--- config.mk ---
export PLATFORM = sky130hd
export DESIGN_NAME = auto_reload_timer
export DESIGN_NICKNAME = d
export VERILOG_FILES = /design/src/rtl/timer_pkg.sv /design/src/rtl/timer_rst_seq.sv /design/src/rtl/timer_counter.sv /design/src/rtl/timer_regs.sv /design/src/rtl/auto_reload_timer.sv
export SDC_FILE = /design/constraint.sdc
export NUM_CORES = 1
export LEC_CHECK = 0
export ABC_AREA = 1
export BUFFER_PORTS_ARGS = -buffer_cell sky130_fd_sc_hd__buf_4
export CAP_MARGIN = 10
export CORE_MARGIN = 1.5
export CORE_UTILIZATION = 50
export CTS_BUF_LIST = sky130_fd_sc_hd__clkbuf_4 sky130_fd_sc_hd__clkbuf_8 sky130_fd_sc_hd__clkbuf_16
export DETAILED_ROUTE_END_ITERATION = 6
export GPL_TIMING_DRIVEN = 0
export HOLD_SLACK_MARGIN = 0.02
export PLACE_DENSITY = 0.81
export SLEW_MARGIN = 20
export SYNTH_ARGS = -nofsm -noshare
export SYNTH_HDL_FRONTEND = slang
export SYNTH_SLANG_ARGS = --single-unit
--- constraint.sdc ---
create_clock -name clk_i -period 5 [get_ports clk_i]
set_input_delay 0.75 -clock clk_i [delete_from_list [all_inputs] [get_ports clk_i]]
set_output_delay 0.75 -clock clk_i [all_outputs]
set_load 0.05 [all_outputs]
--- src/rtl/timer_pkg.sv ---
package timer_pkg;
  localparam int unsigned ADDR_W = 6;
  localparam int unsigned DATA_W = 32;

  localparam logic [ADDR_W-1:0] OFS_REV  = 6'h00;
  localparam logic [ADDR_W-1:0] OFS_CFG  = 6'h10;
  localparam logic [ADDR_W-1:0] OFS_STAT = 6'h14;
  localparam logic [ADDR_W-1:0] OFS_FLAG = 6'h18;
  localparam logic [ADDR_W-1:0] OFS_IEN  = 6'h1C;
  localparam logic [ADDR_W-1:0] OFS_CTRL = 6'h24;
  localparam logic [ADDR_W-1:0] OFS_CNT  = 6'h28;
  localparam logic [ADDR_W-1:0] OFS_LOAD = 6'h2C;

  localparam int unsigned FLAG_W = 3;
  localparam int unsigned FLAG_OVF = 1;

  typedef struct packed {
    logic trg_match;
    logic trg_ovf;
    logic reload;
    logic run;
  } ctrl_t;
endpackage

--- src/rtl/timer_rst_seq.sv ---
module timer_rst_seq #(
  parameter int unsigned RST_CYCLES = 8
) (
  input  logic clk_i,
  input  logic rst_ni,
  input  logic req_i,
  output logic busy_o
);
  localparam int unsigned CW = $clog2(RST_CYCLES + 1);
  logic [CW-1:0] cnt_q;

  always_ff @(posedge clk_i or negedge rst_ni) begin
    if (!rst_ni)          cnt_q <= '0;
    else if (req_i)       cnt_q <= CW'(RST_CYCLES);
    else if (cnt_q != '0) cnt_q <= cnt_q - 1'b1;
  end

  assign busy_o = (cnt_q != '0);
endmodule

--- src/rtl/timer_counter.sv ---
module timer_counter #(
  parameter int unsigned W = 32
) (
  input  logic         clk_i,
  input  logic         rst_ni,
  input  logic         clr_i,
  input  logic         wr_i,
  input  logic [W-1:0] wdata_i,
  input  logic         tick_i,
  input  logic         run_i,
  input  logic         reload_i,
  input  logic [W-1:0] load_i,
  output logic [W-1:0] cnt_o,
  output logic         ovf_o
);
  logic [W-1:0] cnt_q;
  logic         step;

  assign step  = tick_i && run_i && !wr_i && !clr_i;
  assign ovf_o = step && (&cnt_q);

  always_ff @(posedge clk_i or negedge rst_ni) begin
    if (!rst_ni)     cnt_q <= '0;
    else if (clr_i)  cnt_q <= '0;
    else if (wr_i)   cnt_q <= wdata_i;  // write beats tick
    else if (ovf_o)  cnt_q <= reload_i ? load_i : '0;
    else if (step)   cnt_q <= cnt_q + 1'b1;
  end

  assign cnt_o = cnt_q;
endmodule

--- src/rtl/timer_regs.sv ---
module timer_regs
  import timer_pkg::*;
(
  input  logic              clk_i,
  input  logic              rst_ni,
  input  logic              clr_i,
  input  logic              cfg_wr_i,
  input  logic              flag_wr_i,
  input  logic              ien_wr_i,
  input  logic              ctrl_wr_i,
  input  logic              load_wr_i,
  input  logic [DATA_W-1:0] wdata_i,
  input  logic              ovf_i,
  output logic              idle_o,
  output logic [FLAG_W-1:0] flag_o,
  output logic [FLAG_W-1:0] ien_o,
  output ctrl_t             ctrl_o,
  output logic [DATA_W-1:0] load_o
);
  logic [FLAG_W-1:0] flag_set;

  always_comb begin
    flag_set = '0;
    flag_set[FLAG_OVF] = ovf_i;
  end

  always_ff @(posedge clk_i or negedge rst_ni) begin
    if (!rst_ni) begin
      idle_o <= 1'b0;
      flag_o <= '0;
      ien_o  <= '0;
      ctrl_o <= '0;
      load_o <= '0;
    end else if (clr_i) begin
      idle_o <= 1'b0;
      flag_o <= '0;
      ien_o  <= '0;
      ctrl_o <= '0;
      load_o <= '0;
    end else begin
      if (cfg_wr_i)  idle_o <= wdata_i[0];
      if (ien_wr_i)  ien_o  <= wdata_i[FLAG_W-1:0];
      if (load_wr_i) load_o <= wdata_i;
      // a new event wins over a same-cycle clear
      flag_o <= (flag_o & ~(flag_wr_i ? wdata_i[FLAG_W-1:0] : '0)) | flag_set;
      if (ctrl_wr_i)
        ctrl_o <= '{trg_match: wdata_i[11], trg_ovf: wdata_i[10],
                    reload: wdata_i[1], run: wdata_i[0]};
      else if (ovf_i && !ctrl_o.reload)
        ctrl_o.run <= 1'b0;  // one-shot stop
    end
  end
endmodule

--- src/rtl/auto_reload_timer.sv ---
module auto_reload_timer
  import timer_pkg::*;
#(
  parameter logic [DATA_W-1:0] REV_ID     = 32'h0000_0031,
  parameter int unsigned       RST_CYCLES = 8
) (
  input  logic              clk_i,
  input  logic              rst_ni,
  input  logic              tick_i,
  input  logic [ADDR_W-1:0] addr_i,
  input  logic              we_i,
  input  logic [DATA_W-1:0] wdata_i,
  output logic [DATA_W-1:0] rdata_o,
  output logic              irq_o
);
  logic              busy, wr_ok, srst_req, ovf, idle;
  logic [FLAG_W-1:0] flag_q, ien_q;
  ctrl_t             ctrl_q;
  logic [DATA_W-1:0] load_q, cnt_q;

  assign wr_ok    = we_i && !busy;
  assign srst_req = wr_ok && (addr_i == OFS_CFG) && wdata_i[1];

  timer_rst_seq #(.RST_CYCLES(RST_CYCLES)) u_rst (
    .clk_i, .rst_ni, .req_i(srst_req), .busy_o(busy)
  );

  timer_regs u_regs (
    .clk_i, .rst_ni,
    .clr_i    (busy),
    .cfg_wr_i (wr_ok && addr_i == OFS_CFG && !wdata_i[1]),
    .flag_wr_i(wr_ok && addr_i == OFS_FLAG),
    .ien_wr_i (wr_ok && addr_i == OFS_IEN),
    .ctrl_wr_i(wr_ok && addr_i == OFS_CTRL),
    .load_wr_i(wr_ok && addr_i == OFS_LOAD),
    .wdata_i,
    .ovf_i    (ovf),
    .idle_o   (idle),
    .flag_o   (flag_q),
    .ien_o    (ien_q),
    .ctrl_o   (ctrl_q),
    .load_o   (load_q)
  );

  timer_counter #(.W(DATA_W)) u_cnt (
    .clk_i, .rst_ni,
    .clr_i   (busy),
    .wr_i    (wr_ok && addr_i == OFS_CNT),
    .wdata_i,
    .tick_i,
    .run_i   (ctrl_q.run),
    .reload_i(ctrl_q.reload),
    .load_i  (load_q),
    .cnt_o   (cnt_q),
    .ovf_o   (ovf)
  );

  always_comb begin
    rdata_o = '0;
    unique case (addr_i)
      OFS_REV:  rdata_o = REV_ID;
      OFS_CFG:  rdata_o[1:0] = {busy, idle};
      OFS_STAT: rdata_o[0] = !busy;
      OFS_FLAG: rdata_o[FLAG_W-1:0] = flag_q;
      OFS_IEN:  rdata_o[FLAG_W-1:0] = ien_q;
      OFS_CTRL: begin
        rdata_o[11:10] = {ctrl_q.trg_match, ctrl_q.trg_ovf};
        rdata_o[1:0]   = {ctrl_q.reload, ctrl_q.run};
      end
      OFS_CNT:  rdata_o = cnt_q;
      OFS_LOAD: rdata_o = load_q;
      default:  rdata_o = '0;
    endcase
  end

  assign irq_o = |(flag_q & ien_q);
endmodule

== After elaboration in Yosys (flattened, before gate mapping) ==
Cells that the tools add are included.
Word-level totals
  bits in writable memories: 0
  memories kept: 0
  input port bits: 42
  latch bits: 0
  logic and storage cells: 77
  output and inout port bits: 33
  memory bits (read-only): 0
  flip-flop bits (word level): 79
Operators by class
  reductions and logical operators: 29
  order comparisons: 0
  add/sub/neg operators: 2
  shifts and indexed selects: 0
  div/mod/pow operators: 0
  bitwise operators: 4
  multiply operators: 0
  mux-type cells: 25
  equal/unequal tests: 7
Operator list (count)
  $mux W32: 7
  $pmux W20 S2: 1
  $add A32 B1 Y32 const B: 1
  $reduce_and A32 Y1: 1
  $eq A6 B5 Y1 const B: 4
  $pmux W7 S3: 1
  $eq A6 B6 Y1 const B: 3
  $mux W3: 5
  $logic_and A1 B1 Y1: 14
  $mux W4: 3
  $reduce_bool A2 Y1: 5
  $pmux W1 S8: 1
  $reduce_bool A4 Y1: 2
  $and A3 B3 Y3: 2
  $logic_not A6 Y1: 1
  $pmux W1 S6: 1
  $pmux W2 S3: 1
  $logic_not A1 Y1: 4
  $mux W1: 4
  $pmux W1 S4: 1
  $sub A4 B1 Y4 const B: 1
  $not A3 Y3: 1
  $or A3 B2 Y3: 1
  $reduce_bool A3 Y1: 1
  $reduce_or A3 Y1: 1

== Logic depth before layout (Yosys ltp) ==
  depth in word-level cells: 12
  depth in mapped cells: 14

== Cells and area by module ==
A second synthesis with hierarchy kept.
Second synthesis, totals
  cells, all modules: 921
  area total of the unflattened synthesis: 6023.3 µm²
Modules (own cells, without submodules)
  timer_counter: area an instance 3190.6 µm², times used 1, cells an instance 541
  timer_regs: area an instance 1840.5 µm², times used 1, cells an instance 184
  auto_reload_timer: area an instance 770.7 µm², times used 1, cells an instance 168
  timer_rst_seq: area an instance 221.5 µm², times used 1, cells an instance 28

== Worst setup path after synthesis ==
No wires, ideal clock.
  kind: input to output
  start point: in addr_i[1]
  end point: out rdata_o[15]
  setup slack: 1.833 ns
  buffers on the path: 1
  stages: 4
  required time: 4.250 ns
  data arrival time: 2.417 ns
  cells stage by stage: nor2_2 -> nand3_1 -> clkbuf_1 -> o21ai_0
Between the ends
  word-level cells in the longest chain between the ends: 2
  elaborated cells between the ends (all ways): 3
  classes of those cells: eq/ne: 2; mux: 1
RTL lines
  start: declaration: line auto_reload_timer.sv:10  | input logic [ADDR_W-1:0] addr_i,
  $eq A6 B6 Y1: line auto_reload_timer.sv:60  | unique case (addr_i)
  $pmux W20 S2 (*): line auto_reload_timer.sv:60
  end: declaration: line auto_reload_timer.sv:13  | output logic [DATA_W-1:0] rdata_o,
Mark *: on every way between the ends. The rest lies on a longest branch, timed or not.

== Final worst setup path ==
  start point: in addr_i[3]
  end point: out rdata_o[10]
Between the ends
  word-level cells in the longest chain between the ends: 2
  elaborated cells between the ends (all ways): 4
  classes of those cells: eq/ne: 3; mux: 1
RTL lines (line)
  $eq A6 B6 Y1: auto_reload_timer.sv:60
  $pmux W2 S3 (*): auto_reload_timer.sv:60
Marked as above.

==> flow_summary.toml <==
[sta]
worst_slack_ps = 1860
timing.final.crit_period_ps = 3140
relSlewSlack_pct = 39.9
rsz0062_at_grt = "false"
fin_tns_setup_ps = 0
skew_ps = 9.75
hold_viol_final = 0
fin_crit_sh_pct = 62.8
fmax_ghz = 0.319
tightestPinTransition_ps = 902
drv_slew = 0
finalSetupViolCount = 0

[cells_and_area]
layout-drive-gt1-share_pct = 13.7
fillerInstances = 1038
final_area_sq_um = 6390
final_common_cell = "nand2_1"
diodes = 0
layout.nets = 973
layout_common_cells = "nand2_1, inv_1, dfrtp_1"
area_growth_pct = 17.4

[yosys]
ys_types = 34
yosysWarnings = 0
syn-instance-count = 844
synth_top_area_share_pct = 36.3
synth_top_area_cell = "dfrtp_1"
syn-cell-area_sq_um = 5450
syn_nets = 888
ys_ff_latch = 79
synth.area.top_cells = "dfrtp_1, nand2_1, inv_1, o22ai_1, nand3_1"
ys_seq_area_share_pct = 36.3
synth.avg_cell_area_sq_um = 6.46

[floorplanning]
die-area_sq_um = 11500
fp.coreArea_sq_um = 10500
start_util_pct = 52.1
die_y_um = 107
rows = 37
die_x_um = 107
ios = 75

[clock_network]
cts_tree = "built"
post_cts_buffers = 0
cts-resized-gates = 0
numCtsBuffers = 9
clkSinkCount = 79
clkTransAtPathRegs_ps = 90
clock_path_buffers = 2
insertion_delay_ps = 370
root_buffer = "clkbuf_8"
postCtsHoldBufs = 0
cts.htree.levels = 3

[grt]
grt_pass1_wl_um = 28800
antenna_found_initial = 0
grt_pass1_vias = 5586
grtUsageTotal_pct = 32.9
grt_max_degree = 80
grt-ovfl-total = 0

[pwr]
p_int_mw = 1.11
power_density_nw_per_um2 = 270
design_power_total_mw = 1.72
p_seq_share_pct = 40.3
p_comb_share_pct = 28.5
ir_drop_mv = 0.250
leakagePower_nw = 3.36
p_sw_mw = 0.615
clkPwrFrac_pct = 31.2
sw_frac_of_total_pct = 35.6

[placed_design]
placed_area_sq_um = 6170
dp_hpwl_um = 12600
dp_slack_ps = 1970
place_congestion = 0.972
io_buffers = 74

[flow_run]
maxCapViolations = 0

[setup_path]
crit_path_max_fanout = 10
cp.arrival_ps = 2390
setup.worst_path.start_class = "primary input"
end_kind = "primary output"
critPathKind = "in2out"
cp.required_ps = 4250

[drt]
drc = 0
wl_per_cell_um = 16.4
via_per_inst = 5.44
postRouteAntennaNets = 0
dr.first_iter.drc_count = 535
firstDrtPassIters = 6
num_vias = 5822
routed_wl_um = 17600

[run_status]
status = "completed"

[hold_path]
hp-class = "in2async"
routing by layer:
layer  GRT usage, %  vias up  wire (um)
met5              0        -          0
met1           44.3     2657       7470
met4           15.3        0        738
met3           7.08       52       1590
li1               -     2837          -
met2           50.5      276       7760
registers in the layout, summed over array words and instances (netlist names):
signal         cells
u_cnt.cnt_o       32
u_regs.load_o     32
u_regs.ctrl_o      4
u_rst.cnt_q        4
u_regs.flag_o      3
u_regs.ien_o       3
u_regs.idle_o      1
logic make-up (layout without fill, tap and decap cells):
family / Yosys count / count (layout) / share of synthesized area (%)
flip-flops: 79 / 79 / 36.3
adder cells (fa/ha/maj): 2 / 2 / 0.459
AND/OR/NAND/NOR: 440 / 440 / 34.1
XOR/XNOR: 10 / 10 / 1.61
buffers and inverters: 171 / 261 / 12.7
AO/OA/AOI/OAI: 142 / 142 / 14.9
critical path, cell delays in order:
cell,delay [ps]
buf_4,120
inv_1,90
nor2_1,70
nand3_2,190
clkbuf_1,710
o221ai_1,210
buf_4,240
cell type report:
cell class	instances	area (sq um)	area share (%)
inverter	141	532	8.32
timing repair buffer	74	559	8.75
clock inverter	6	85.1	1.33
buffer	30	158	2.47
sequential	79	1980	30.9
tap	136	170	2.66
clock buffer	10	131	2.05
multi-input combinational	594	2780	43.5
synthesized netlist by cell type:
| cell | instances |
|---|---|
| a21oi_1 | 37 |
| a221oi_1 | 1 |
| a22oi_1 | 1 |
| buf_1 | 2 |
| buf_2 | 9 |
| buf_4 | 1 |
| buf_6 | 4 |
| clkbuf_1 | 14 |
| dfrtp_1 | 79 |
| ha_1 | 2 |
| inv_1 | 139 |
| inv_2 | 1 |
| inv_4 | 1 |
| nand2_1 | 298 |
| nand2_2 | 6 |
| nand2_4 | 3 |
| nand3_1 | 48 |
| nand3_2 | 2 |
| nand3b_1 | 4 |
| nand4_1 | 5 |
| nor2_1 | 61 |
| nor2_2 | 5 |
| nor2_4 | 5 |
| nor2_8 | 1 |
| nor3_1 | 2 |
| o2111ai_1 | 2 |
| o211ai_1 | 1 |
| o21ai_0 | 34 |
| o21ai_1 | 8 |
| o21bai_1 | 3 |
| o221ai_1 | 3 |
| o22ai_1 | 51 |
| o31ai_1 | 1 |
| xor2_1 | 10 |
metrics by stage:
| stage | cells | hold WS, ps | util [%] |
|---|---|---|---|
| after CTS | 1070 | 500 | 61.1 |
| final | 1070 | 406 | 61.1 |
| after global routing | 1070 | 469 | 61.1 |
| after global placement | 1054 | 474 | 59.0 |
| after floorplan | 844 | 448 | - |
| after detailed placement | 1054 | 480 | 59.0 |
path summary, 6_finish.rpt:
kind	startpoint	end	slack, ps	cells past startpoint
max	addr_i[3]	rdata_o[10]	1860	7
min	rst_ni	u_regs.load_o[6]	410	1
max reg2reg	u_rst.cnt_q[0]	u_cnt.cnt_o[2]	2600	10
min reg2reg	u_regs.ctrl_o[2]	u_regs.ctrl_o[2]	500	2
max in group asynchronous	rst_ni	u_regs.load_o[29]	4050	1
min in group clk_i	u_regs.ctrl_o[2]	u_regs.ctrl_o[2]	500	2
power by group through the flow:
stage | sequential [mW] | clock, mW | combinational, mW
floorplan | 0.700 | 0 | 0.322
global placement | 0.705 | 0 | 0.473
detailed placement | 0.706 | 0 | 0.482
CTS | 0.693 | 0.544 | 0.486
global route | 0.698 | 0.567 | 0.545
finish | 0.694 | 0.538 | 0.492
Power figures use the tool's default switching activity.
